### src/rtl/uart_tx_pkg.sv
package uart_tx_pkg;

    typedef enum logic [2:0] {
        TX_IDLE,
        TX_START,
        TX_DATA,
        TX_PARITY,
        TX_STOP,
        TX_BREAK
    } tx_state_e;

    typedef struct packed {
        logic       bank;      // 7: data port redirected away
        logic       brk;       // 6: line break
        logic       par_flip;  // 5: corrupt parity
        logic       par_even;  // 4: even parity
        logic       par_en;    // 3: parity enable
        logic       stop_two;  // 2: two stop bits
        logic [1:0] wlen;      // 1:0: word length - 5
    } lcr_t;

endpackage

### src/rtl/uart_tx_bitclk.sv
module uart_tx_bitclk #(
    parameter int TICKS_PER_BIT = 16
) (
    input  logic clk,
    input  logic rst_n,
    input  logic baud_tick,
    output logic bit_end
);
    localparam int CW = (TICKS_PER_BIT > 1) ? $clog2(TICKS_PER_BIT) : 1;
    localparam logic [CW-1:0] LAST = CW'(TICKS_PER_BIT - 1);

    logic [CW-1:0] cnt_q;

    assign bit_end = baud_tick && (cnt_q == LAST);

    always_ff @(posedge clk or negedge rst_n) begin
        if (!rst_n)        cnt_q <= '0;
        else if (bit_end)  cnt_q <= '0;
        else if (baud_tick) cnt_q <= cnt_q + 1'b1;
    end
endmodule

### src/rtl/uart_tx_fifo.sv
module uart_tx_fifo #(
    parameter int W     = 8,
    parameter int DEPTH = 4
) (
    input  logic         clk,
    input  logic         rst_n,
    input  logic         push,
    input  logic [W-1:0] wdata,
    input  logic         pop,
    input  logic         flush,
    output logic [W-1:0] rdata,
    output logic         empty,
    output logic         full
);
    localparam int AW = (DEPTH > 1) ? $clog2(DEPTH) : 1;
    localparam int CW = $clog2(DEPTH + 1);
    localparam logic [AW-1:0] PMAX = AW'(DEPTH - 1);

    logic [W-1:0]  mem [DEPTH];
    logic [AW-1:0] wr_q, rd_q;
    logic [CW-1:0] cnt_q;
    logic          do_push, do_pop;

    assign empty   = (cnt_q == '0);
    assign full    = (cnt_q == CW'(DEPTH));
    assign do_push = push && !full && !flush;
    assign do_pop  = pop && !empty && !flush;
    assign rdata   = mem[rd_q];

    always_ff @(posedge clk) begin
        if (do_push) mem[wr_q] <= wdata;
    end

    always_ff @(posedge clk or negedge rst_n) begin
        if (!rst_n) begin
            wr_q  <= '0;
            rd_q  <= '0;
            cnt_q <= '0;
        end else if (flush) begin
            wr_q  <= '0;
            rd_q  <= '0;
            cnt_q <= '0;
        end else begin
            if (do_push) wr_q <= (wr_q == PMAX) ? '0 : wr_q + 1'b1;
            if (do_pop)  rd_q <= (rd_q == PMAX) ? '0 : rd_q + 1'b1;
            cnt_q <= cnt_q + CW'(do_push) - CW'(do_pop);
        end
    end

    a_r5_full_drops: assert property (@(posedge clk) disable iff (!rst_n)
        (full && push && !pop && !flush) |=> (cnt_q == $past(cnt_q)));

    a_r5_no_overflow: assert property (@(posedge clk) disable iff (!rst_n)
        cnt_q <= CW'(DEPTH));
endmodule

### src/rtl/uart_tx_fsm.sv
module uart_tx_fsm
    import uart_tx_pkg::*;
(
    input  logic       clk,
    input  logic       rst_n,
    input  logic       bit_end,
    input  logic       baud_tick,
    input  lcr_t       lcr,
    input  logic       brk_req,
    input  logic       fifo_empty,
    input  logic [7:0] fifo_head,
    output logic       pop,
    output logic       flush,
    output logic       in_break,
    output logic       txd
);
    tx_state_e  state_q, state_d;
    logic [7:0] shift_q;
    logic [2:0] idx_q, last_q;
    logic       par_q, pen_q, two_q, stop2nd_q, min_q;
    logic       do_load, do_shift, go_brk;
    logic [7:0] mask, masked;
    logic       par_calc;

    assign mask     = 8'hFF >> (3'd3 - {1'b0, lcr.wlen});
    assign masked   = fifo_head & mask;
    assign par_calc = (^masked) ^ ~lcr.par_even ^ lcr.par_flip;

    // next state
    always_comb begin
        state_d  = state_q;
        do_load  = 1'b0;
        do_shift = 1'b0;
        go_brk   = 1'b0;
        unique case (state_q)
            TX_IDLE: if (bit_end) begin
                if (brk_req)          go_brk = 1'b1;
                else if (!fifo_empty) do_load = 1'b1;
            end
            TX_START: if (bit_end) begin
                if (brk_req) go_brk = 1'b1;
                else         state_d = TX_DATA;
            end
            TX_DATA: if (bit_end) begin
                if (brk_req)              go_brk = 1'b1;
                else if (idx_q == last_q) state_d = pen_q ? TX_PARITY : TX_STOP;
                else                      do_shift = 1'b1;
            end
            TX_PARITY: if (bit_end) begin
                if (brk_req) go_brk = 1'b1;
                else         state_d = TX_STOP;
            end
            TX_STOP: if (bit_end) begin
                if (brk_req)                 go_brk = 1'b1;
                else if (two_q && !stop2nd_q) state_d = TX_STOP;
                else if (!fifo_empty)        do_load = 1'b1;
                else                         state_d = TX_IDLE;
            end
            TX_BREAK:
                if (baud_tick && !lcr.brk && (min_q || bit_end)) state_d = TX_IDLE;
            default: state_d = TX_IDLE;
        endcase
        if (go_brk)  state_d = TX_BREAK;
        if (do_load) state_d = TX_START;
    end

    // state and datapath registers
    always_ff @(posedge clk or negedge rst_n) begin
        if (!rst_n) begin
            state_q   <= TX_IDLE;
            shift_q   <= '0;
            idx_q     <= '0;
            last_q    <= 3'd7;
            par_q     <= 1'b0;
            pen_q     <= 1'b0;
            two_q     <= 1'b0;
            stop2nd_q <= 1'b0;
            min_q     <= 1'b0;
        end else begin
            state_q <= state_d;
            if (do_load) begin
                shift_q <= fifo_head;
                idx_q   <= '0;
                last_q  <= 3'd4 + {1'b0, lcr.wlen};
                par_q   <= par_calc;
                pen_q   <= lcr.par_en;
                two_q   <= lcr.stop_two;
            end else if (do_shift) begin
                shift_q <= shift_q >> 1;
                idx_q   <= idx_q + 1'b1;
            end
            if (state_q == TX_STOP && state_d == TX_STOP && bit_end) stop2nd_q <= 1'b1;
            else if (state_d != TX_STOP)                             stop2nd_q <= 1'b0;
            if (go_brk)                                   min_q <= 1'b0;
            else if (state_q == TX_BREAK && bit_end)      min_q <= 1'b1;
        end
    end

    // outputs
    always_comb begin
        unique case (state_q)
            TX_IDLE:   txd = 1'b1;
            TX_START:  txd = 1'b0;
            TX_DATA:   txd = shift_q[0];
            TX_PARITY: txd = par_q;
            TX_STOP:   txd = 1'b1;
            TX_BREAK:  txd = 1'b0;
            default:   txd = 1'b1;
        endcase
    end

    assign pop      = do_load;
    assign flush    = go_brk;
    assign in_break = (state_q == TX_BREAK);

    a_r3_parity_needs_enable: assert property (@(posedge clk) disable iff (!rst_n)
        (state_q == TX_PARITY) |-> pen_q);

    a_r2_start_after_idle_or_stop: assert property (@(posedge clk) disable iff (!rst_n)
        $rose(state_q == TX_START) |-> ($past(state_q) == TX_IDLE || $past(state_q) == TX_STOP));
endmodule

### src/rtl/uart_tx_brk.sv
module uart_tx_brk
    import uart_tx_pkg::*;
#(
    parameter int TICKS_PER_BIT = 16,
    parameter int FIFO_DEPTH    = 4
) (
    input  logic       clk,
    input  logic       rst_n,
    input  logic       baud_tick,
    input  logic       lcr_we,
    input  logic [7:0] lcr_wdata,
    output logic [7:0] lcr_rdata,
    input  logic       thr_we,
    input  logic [7:0] thr_wdata,
    output logic       txd,
    output logic       thr_empty
);
    lcr_t       lcr_q;
    logic       brk_pend_q;
    logic       bit_end, pop, flush, in_break, fifo_full;
    logic [7:0] head;
    lcr_t       lcr_w;

    assign lcr_w     = lcr_t'(lcr_wdata);
    assign lcr_rdata = lcr_q;

    always_ff @(posedge clk or negedge rst_n) begin
        if (!rst_n) begin
            lcr_q      <= '0;
            brk_pend_q <= 1'b0;
        end else begin
            if (lcr_we) lcr_q <= lcr_w;
            if (lcr_we && lcr_w.brk) brk_pend_q <= 1'b1;
            else if (flush)          brk_pend_q <= 1'b0;
        end
    end

    uart_tx_bitclk #(.TICKS_PER_BIT(TICKS_PER_BIT)) u_bitclk (
        .clk       (clk),
        .rst_n     (rst_n),
        .baud_tick (baud_tick),
        .bit_end   (bit_end)
    );

    uart_tx_fifo #(.W(8), .DEPTH(FIFO_DEPTH)) u_fifo (
        .clk   (clk),
        .rst_n (rst_n),
        .push  (thr_we && !lcr_q.bank),
        .wdata (thr_wdata),
        .pop   (pop),
        .flush (flush),
        .rdata (head),
        .empty (thr_empty),
        .full  (fifo_full)
    );

    uart_tx_fsm u_fsm (
        .clk        (clk),
        .rst_n      (rst_n),
        .bit_end    (bit_end),
        .baud_tick  (baud_tick),
        .lcr        (lcr_q),
        .brk_req    (brk_pend_q || lcr_q.brk),
        .fifo_empty (thr_empty),
        .fifo_head  (head),
        .pop        (pop),
        .flush      (flush),
        .in_break   (in_break),
        .txd        (txd)
    );

    a_r10_txd_moves_on_tick: assert property (@(posedge clk) disable iff (!rst_n)
        !baud_tick |=> $stable(txd));

    a_r7_flush_on_break: assert property (@(posedge clk) disable iff (!rst_n)
        $rose(in_break) |-> thr_empty);

    a_r9_exit_needs_clear: assert property (@(posedge clk) disable iff (!rst_n)
        $fell(in_break) |-> !$past(lcr_q.brk));

    a_r6_bank_blocks_write: assert property (@(posedge clk) disable iff (!rst_n)
        (thr_empty && lcr_q.bank && !pop) |=> thr_empty);
endmodule

### config.mk
export PLATFORM = sky130hd
export DESIGN_NAME = uart_tx_brk
export DESIGN_NICKNAME = d
export VERILOG_FILES = /design/src/rtl/uart_tx_pkg.sv /design/src/rtl/uart_tx_bitclk.sv /design/src/rtl/uart_tx_fifo.sv /design/src/rtl/uart_tx_fsm.sv /design/src/rtl/uart_tx_brk.sv
export SDC_FILE = /design/constraint.sdc
export NUM_CORES = 1
export LEC_CHECK = 0
export BUFFER_PORTS_ARGS = -buffer_cell sky130_fd_sc_hd__buf_2
export CORE_MARGIN = 3
export CORE_UTILIZATION = 59
export DETAILED_ROUTE_END_ITERATION = 10
export GPL_TIMING_DRIVEN = 0
export MAX_ROUTING_LAYER = met4
export PLACE_DENSITY_LB_ADDON = 0.15
export SETUP_SLACK_MARGIN = 0.15
export SYNTH_ARGS = -nofsm -noshare
export SYNTH_HDL_FRONTEND = slang
export SYNTH_SLANG_ARGS = --single-unit
### constraint.sdc
create_clock -name clk -period 4.3 [get_ports clk]
set_clock_uncertainty 0.15 [all_clocks]
set_input_delay 0.86 -clock clk [delete_from_list [all_inputs] [get_ports clk]]
set_output_delay 0.86 -clock clk [all_outputs]
set_load 0.1 [all_outputs]
# After elaboration in Yosys (flattened, before gate mapping)
# Memories as Yosys holds them, arrays and structs flattened.
# Cells that the tools add are included.
[word_totals] word_cells=132 inputBits=21 regBits=42 memories=1 out_inout_bits=10 ramBits=32
[mem_list] name="u_fifo.mem" words=4 width=8 rd=1 rd_ports_with_merged_regs=0 write_ports=1 line="uart_tx_fifo.sv:19" text="logic [W-1:0] mem [DEPTH];"
[classes] n_mux=52 n_eq_ne=12 n_shift=1 n_reduce_logical=33 addsub=8 n_bitwise=4
[ops] cell="two-way mux 3 bit" count=18
[ops] cell="two-way mux 1 bit" count=21
[ops] cell="case mux 3 bit (6 select lines)" count=1
[ops] cell="two-way mux 8 bit" count=2
[ops] cell="nonzero test 2 bit" count=7
[ops] cell="logical AND 1 bit" count=13
[ops] cell="== test 3 bit, second input constant" count=4
[ops] cell="two-way mux 2 bit" count=6
[ops] cell="bitwise AND 8 bit" count=1
[ops] cell="two-way mux 4 bit" count=2
[ops] cell="parity 8 bit" count=1
[ops] cell=">> shifter 8 x 3 -> 8 bit, first input constant" count=1
[ops] cell="== test 3 x 2 -> 1 bit, second input constant" count=2
[ops] cell="logical NOT 1 bit" count=6
[ops] cell="logical NOT 3 bit" count=2
[ops] cell="OR reduction 5 bit" count=1
[ops] cell="adder 2 x 1 -> 2 bit, second input constant" count=2
[ops] cell="adder 4 x 1 -> 4 bit, second input constant" count=1
[ops] cell="== test 2 bit, second input constant" count=2
[ops] cell="== test 4 bit, second input constant" count=1
[ops] cell="adder 3 x 1 -> 3 bit" count=1
[ops] cell="adder 3 x 1 -> 3 bit, second input constant" count=1
[ops] cell="adder 3 x 2 -> 3 bit, first input constant" count=1
[ops] cell="== test 3 x 1 -> 1 bit, second input constant" count=1
[ops] cell="10 further kinds" count=12

# Depth between registers and ports, before layout
[logic_depth] ltp_word=12 ltp_mapped=16 mapped_depth_nobuf=13

# Hierarchy
# A second synthesis with hierarchy kept.
[unflattened] cells_unflattened=265 hier_area_um2=3413.3
[modules_own_cells] module="uart_tx_fifo" cells_per_inst=88 seq_area_each_um2=1136.1 area_each_um2=1645.3 n_inst=1
[modules_own_cells] module="uart_tx_fsm" cells_per_inst=134 seq_area_each_um2=528.0 area_each_um2=1207.4 n_inst=1
[modules_own_cells] module="uart_tx_brk" cells_per_inst=24 seq_area_each_um2=225.2 area_each_um2=372.9 n_inst=1
[modules_own_cells] module="uart_tx_bitclk" cells_per_inst=19 seq_area_each_um2=100.1 area_each_um2=187.7 n_inst=1

# Worst setup path after synthesis
# OpenSTA, ideal clock, no wires.
[synth_timing] path_type="register -> register" startpoint="register u_fifo.cnt_q[1]" endpoint="register u_fifo.cnt_q[2]" stages_incl_launch_ff=14 required_time_ns=4.022 setup_slack_ns=-0.459 setup_time_ns=0.128 t_arrival_ns=4.481 n_path_buf=2 synth_period_minus_slack_ns=4.759 path_cell_list="dfrtp_1 -> nor3_1 -> or4_1 -> buf_2 -> inv_4 -> buf_6 -> ha_1 -> inv_1 -> ha_1 -> inv_1 -> fa_1 -> xor2_1 -> xnor2_1 -> nor2_1"
[synth_between] elab_chain_cells=10 elab_cells_between_ends=18 classes_between="2 x add/sub; 1 x eq/ne; 8 x mux; 7 x reduce/logical"
[synth_lines] item="from (decl)" line="uart_tx_fifo.sv:21" text="logic [CW-1:0] cnt_q;"
[synth_lines] item="from (signal assigned)" line="uart_tx_fifo.sv:46" text="cnt_q <= cnt_q + CW'(do_push) - CW'(do_pop);"
[synth_lines] item="logical NOT 3 bit *" line="uart_tx_fifo.sv:24" text="assign empty = (cnt_q == '0);"
[synth_lines] item="net thr_empty" line="uart_tx_brk.sv:16" text="output logic thr_empty"
[synth_lines] item="two-way mux 1 bit" line="uart_tx_fsm.sv:38, uart_tx_fsm.sv:56"
[synth_lines] item="two-way mux 1 bit" line="uart_tx_fsm.sv:55" text="else if (two_q && !stop2nd_q) state_d = TX_STOP;"
[synth_lines] item="two-way mux 1 bit" line="uart_tx_fsm.sv:54" text="if (brk_req) go_brk = 1'b1;"
[synth_lines] item="two-way mux 1 bit" line="uart_tx_fsm.sv:53" text="TX_STOP: if (bit_end) begin"
[synth_lines] item="case mux 1 bit (2 select lines)" line="uart_tx_fsm.sv:35" text="unique case (state_q)"
[synth_lines] item="logical AND 1 bit * (2 in a row)" line="uart_tx_fifo.sv:27" text="assign do_pop = pop && !empty && !flush;"
[synth_lines] item="subtractor 3 x 1 -> 3 bit *" line="uart_tx_fifo.sv:46"
[synth_lines] item="two-way mux 3 bit *" line="uart_tx_fifo.sv:39" text="end else if (flush) begin"
# The timed path passes the listed nets; every way through them passes the cells marked *.
# A chain may end at the register's enable or synchronous reset.

# Worst setup path in the final report
[layout_timing] startpoint="input baud_tick" endpoint="register u_fifo.cnt_q[2]"
[layout_between] elab_chain_cells=8 elab_cells_between_ends=13 classes_between="2 x add/sub; 6 x mux; 5 x reduce/logical"
[layout_lines] item="from (decl)" line="uart_tx_brk.sv:9" text="input logic baud_tick,"
[layout_lines] item="logical AND 1 bit *" line="uart_tx_bitclk.sv:14" text="assign bit_end = baud_tick && (cnt_q == LAST);"
[layout_lines] item="two-way mux 1 bit" line="uart_tx_fsm.sv:44" text="TX_DATA: if (bit_end) begin"
[layout_lines] item="two-way mux 1 bit"
[layout_lines] item="logical NOT 1 bit" line="uart_tx_fifo.sv:26, uart_tx_fifo.sv:27"
[layout_lines] item="logical AND 1 bit" line="uart_tx_fifo.sv:26" text="assign do_push = push && !full && !flush;"
[layout_lines] item="adder 3 x 1 -> 3 bit" line="uart_tx_fifo.sv:46"
[layout_lines] item="subtractor 3 x 1 -> 3 bit" line="uart_tx_fifo.sv:46"
[layout_lines] item="two-way mux 3 bit *" line="uart_tx_fifo.sv:39"
# Every way passes the cells marked *; elsewhere a longest branch is shown, timed or not.

==> results_dict.tcl <==
set metrics [dict create \
    grt_usage 0.219 \
    n_antenna_cell 0 \
    clkSlewWorstSetupHoldPaths_ps 80 \
    path_class "input port to register" \
    leakage_nw 1.62 \
    vias 2132 \
    final_nets 326 \
    drive_gt1_frac 0.240 \
    drv_slew 0 \
    portBuffers 28 \
    gp_congestion 0.889 \
    yosysSeqAreaShare 0.595 \
    dpl.cell_count 354 \
    power.density_mw_per_mm2 528 \
    max_clock_freq_mhz 272 \
    ys.flop_type "dfrtp_1" \
    post-route-period-util 0.854 \
    grt_first_pass_wirelength_mm 10.2 \
    cts_root_buffer "clkbuf_8" \
    start_util 0.631 \
    antenna_found_initial 0 \
    slew_headroom 0.389 \
    grt_pass1_vias 2084 \
    synthCells 256 \
    grt_start_max_net_pins 42 \
    synth-edff-count 32 \
    r2r_slack_ps 640 \
    io_pins 31 \
    synth_seq_cells 73 \
    cts_sinks 73 \
    maxCapViolations 0 \
    drt_pass1_iterations 5 \
    post_cts_buffers 0 \
    via_per_inst 5.76 \
    syn_area_mm2 0.00334 \
    cts_buffer_depth 2 \
    dieArea_mm2 0.00661 \
    wl_mm 6.31 \
    crit_path_end_kind "register" \
    htree_levels 3 \
    path_max_fanout 10 \
    drtIter0Drc 155 \
    yosysTopAreaCellShare 0.292 \
    fin_setup_tns_ps 0 \
    cts_buffers 9 \
    post_synth.cell_area_avg_um2 13.1 \
    synth.top_cells.by_area "dfrtp_1, edfxtp_1, mux4_1" \
    yosys.area.top_type "dfrtp_1" \
    required_ps 4360 \
    synth.distinct_cells 49 \
    status "finished clean" \
    cp.arrival_ps 3740 \
    drc 0 \
    wire_per_inst_um 17.1 \
    setup_viol 0 \
    final_hold_viol_count 0 \
    yosysWarnings 0 \
    core_area_mm2 0.00530 \
    fin_crit_ps 3670 \
    ctsResizeCount 0 \
    die_w_um 81.3 \
    overflow 0 \
    syn_to_final_growth_pct 13.0 \
    clock_latency_ps 350 \
    tightestPinTransition_ps 916 \
    cp-start-kind "input port" \
    ant_nets 0 \
    rows 26 \
    hold_class "register to register" \
    cts_tree "yes" \
    stdcell_count 370 \
    synth_fp_nets 287 \
    rsz0062_at_grt "no" \
    holdBufCountCts 0 \
    async_flop_share 0.562 \
    ir_worst_vdd_uv 384 \
    dpl.hpwl_mm 4.40 \
    die-height_um 81.3 \
]
## registers in the layout, summed over array words and instances, names as in the netlist, 2 cells and up
register / cells
lcr_rdata: 8
u_bitclk.cnt_q: 4
u_fifo.cnt_q: 3
u_fifo.mem: 32
u_fifo.rd_q: 2
u_fifo.wr_q: 2
u_fsm.idx_q: 3
u_fsm.last_q: 2
u_fsm.shift_q: 8
u_fsm.state_q: 3
## report_power, final
part / switching [W] / internal [W]
clock network: 0.000275 / 0.000272
logic: 0.000335 / 0.000194
registers: 0.0000800 / 0.000842
## area by class of cell
class / count / area [um2]
Fill cell: 355 / 1520
Clock inverter: 7 / 78.8
Buffer: 12 / 66.3
Multi-Input combinational cell: 159 / 1250
Tap cell: 70 / 87.6
Inverter: 12 / 47.5
Sequential cell: 73 / 1990
Clock buffer: 9 / 124
Timing Repair Buffer: 28 / 140
## worst paths after layout
| path | startpoint | endpoint | depth (start not counted) |
|---|---|---|---|
| worst max-delay path | baud_tick | u_fifo.cnt_q[2]$_DFF_PN0_ | 16 |
| worst min-delay path | u_fsm.last_q[1]$_DFFE_PN1N_ | u_fsm.last_q[1]$_DFFE_PN1N_ | 2 |
| min in group asynchronous | rst_n | u_bitclk.cnt_q[1]$_DFFE_PN0P_ | 1 |
| worst max register to register | u_bitclk.cnt_q[0]$_DFFE_PN0P_ | u_fifo.cnt_q[2]$_DFF_PN0_ | 16 |
| worst min register to register | u_fsm.last_q[1]$_DFFE_PN1N_ | u_fsm.last_q[1]$_DFFE_PN1N_ | 2 |
| max in group asynchronous | rst_n | lcr_rdata[5]$_DFFE_PN0P_ | 1 |
## stage by stage
| stage | area (um2) | power (W) | utilization | hold WS [ps] | setup slack [ps] |
|---|---|---|---|---|---|
| after floorplan | 3350 | 0.00134 | - | 282 | 484 |
| after global placement | 3580 | 0.00144 | 0.675 | 297 | 327 |
| after detailed placement | 3580 | 0.00146 | 0.675 | 304 | 260 |
| after CTS | 3780 | 0.00201 | 0.713 | 322 | 632 |
| after global routing | 3780 | 0.00211 | 0.713 | 336 | 408 |
| final | 3780 | 0.00200 | 0.713 | 317 | 627 |
## layer usage
metal | part of all wire | up-vias | track usage
li1 | - | 1020 | -
met1 | 0.43 | 1043 | 0.270
met2 | 0.50 | 57 | 0.357
met3 | 0.045 | 12 | 0.0399
met4 | 0.019 | 0 | 0.0912
met5 | 0 | - | -
## layout by cell type, fill, tap and decap left out, types with 4 or more instances in the layout
cell type | synthesis | layout
a21oi_1 | 5 | 5
a22oi_1 | 8 | 8
and3_1 | 5 | 5
buf_2 | 4 | 32
clkbuf_1 | 5 | 5
clkbuf_8 | 0 | 9
dfrtp_1 | 39 | 39
edfxtp_1 | 32 | 32
ha_1 | 9 | 9
inv_1 | 11 | 11
mux2_2 | 10 | 10
mux4_1 | 6 | 6
nand2_1 | 28 | 28
nand3_1 | 14 | 14
nor2_1 | 13 | 13
o21ai_0 | 6 | 6
xnor2_1 | 7 | 7
xor2_1 | 4 | 4
## kinds of logic after synthesis
| group | synth area share |
|---|---|
| muxes | 0.105 |
| xor gates and xnor gates | 0.0404 |
| DFF | 0.595 |
| adders and majority gates | 0.0397 |
| buffers and inverters | 0.0340 |
| and+or+nand+nor | 0.119 |
| AOI/OAI and AO/OA | 0.0670 |
## synthesized netlist by cell type, types with 2 or more instances
cell      count
a21oi_1       5
a22oi_1       8
a31oi_1       3
a41oi_1       2
and2_1        3
and3_1        5
and3b_1       2
buf_2         4
buf_6         2
clkbuf_1      5
dfrtp_1      39
dfstp_2       2
edfxtp_1     32
ha_1          9
inv_1        11
mux2_2       10
mux2i_1       2
mux4_1        6
mux4_2        2
nand2_1      28
nand2b_1      2
nand3_1      14
nand4_1       2
nor2_1       13
nor3_1        3
nor4_1        3
o21ai_0       6
or2_2         2
or4_1         2
xnor2_1       7
xor2_1        4
## worst max-delay path, stage by stage
cell and delay [ps]:
buf_2 160, and4_1 190, buf_2 170, nand2_2 100, or4_1 490, buf_2 210, inv_4 140, buf_6 160
ha_1 240, inv_1 60, ha_1 150, inv_1 60, fa_1 380, xor2_1 180, xnor2_1 140, nor2_1 60
Power figures use the tool's default switching activity.
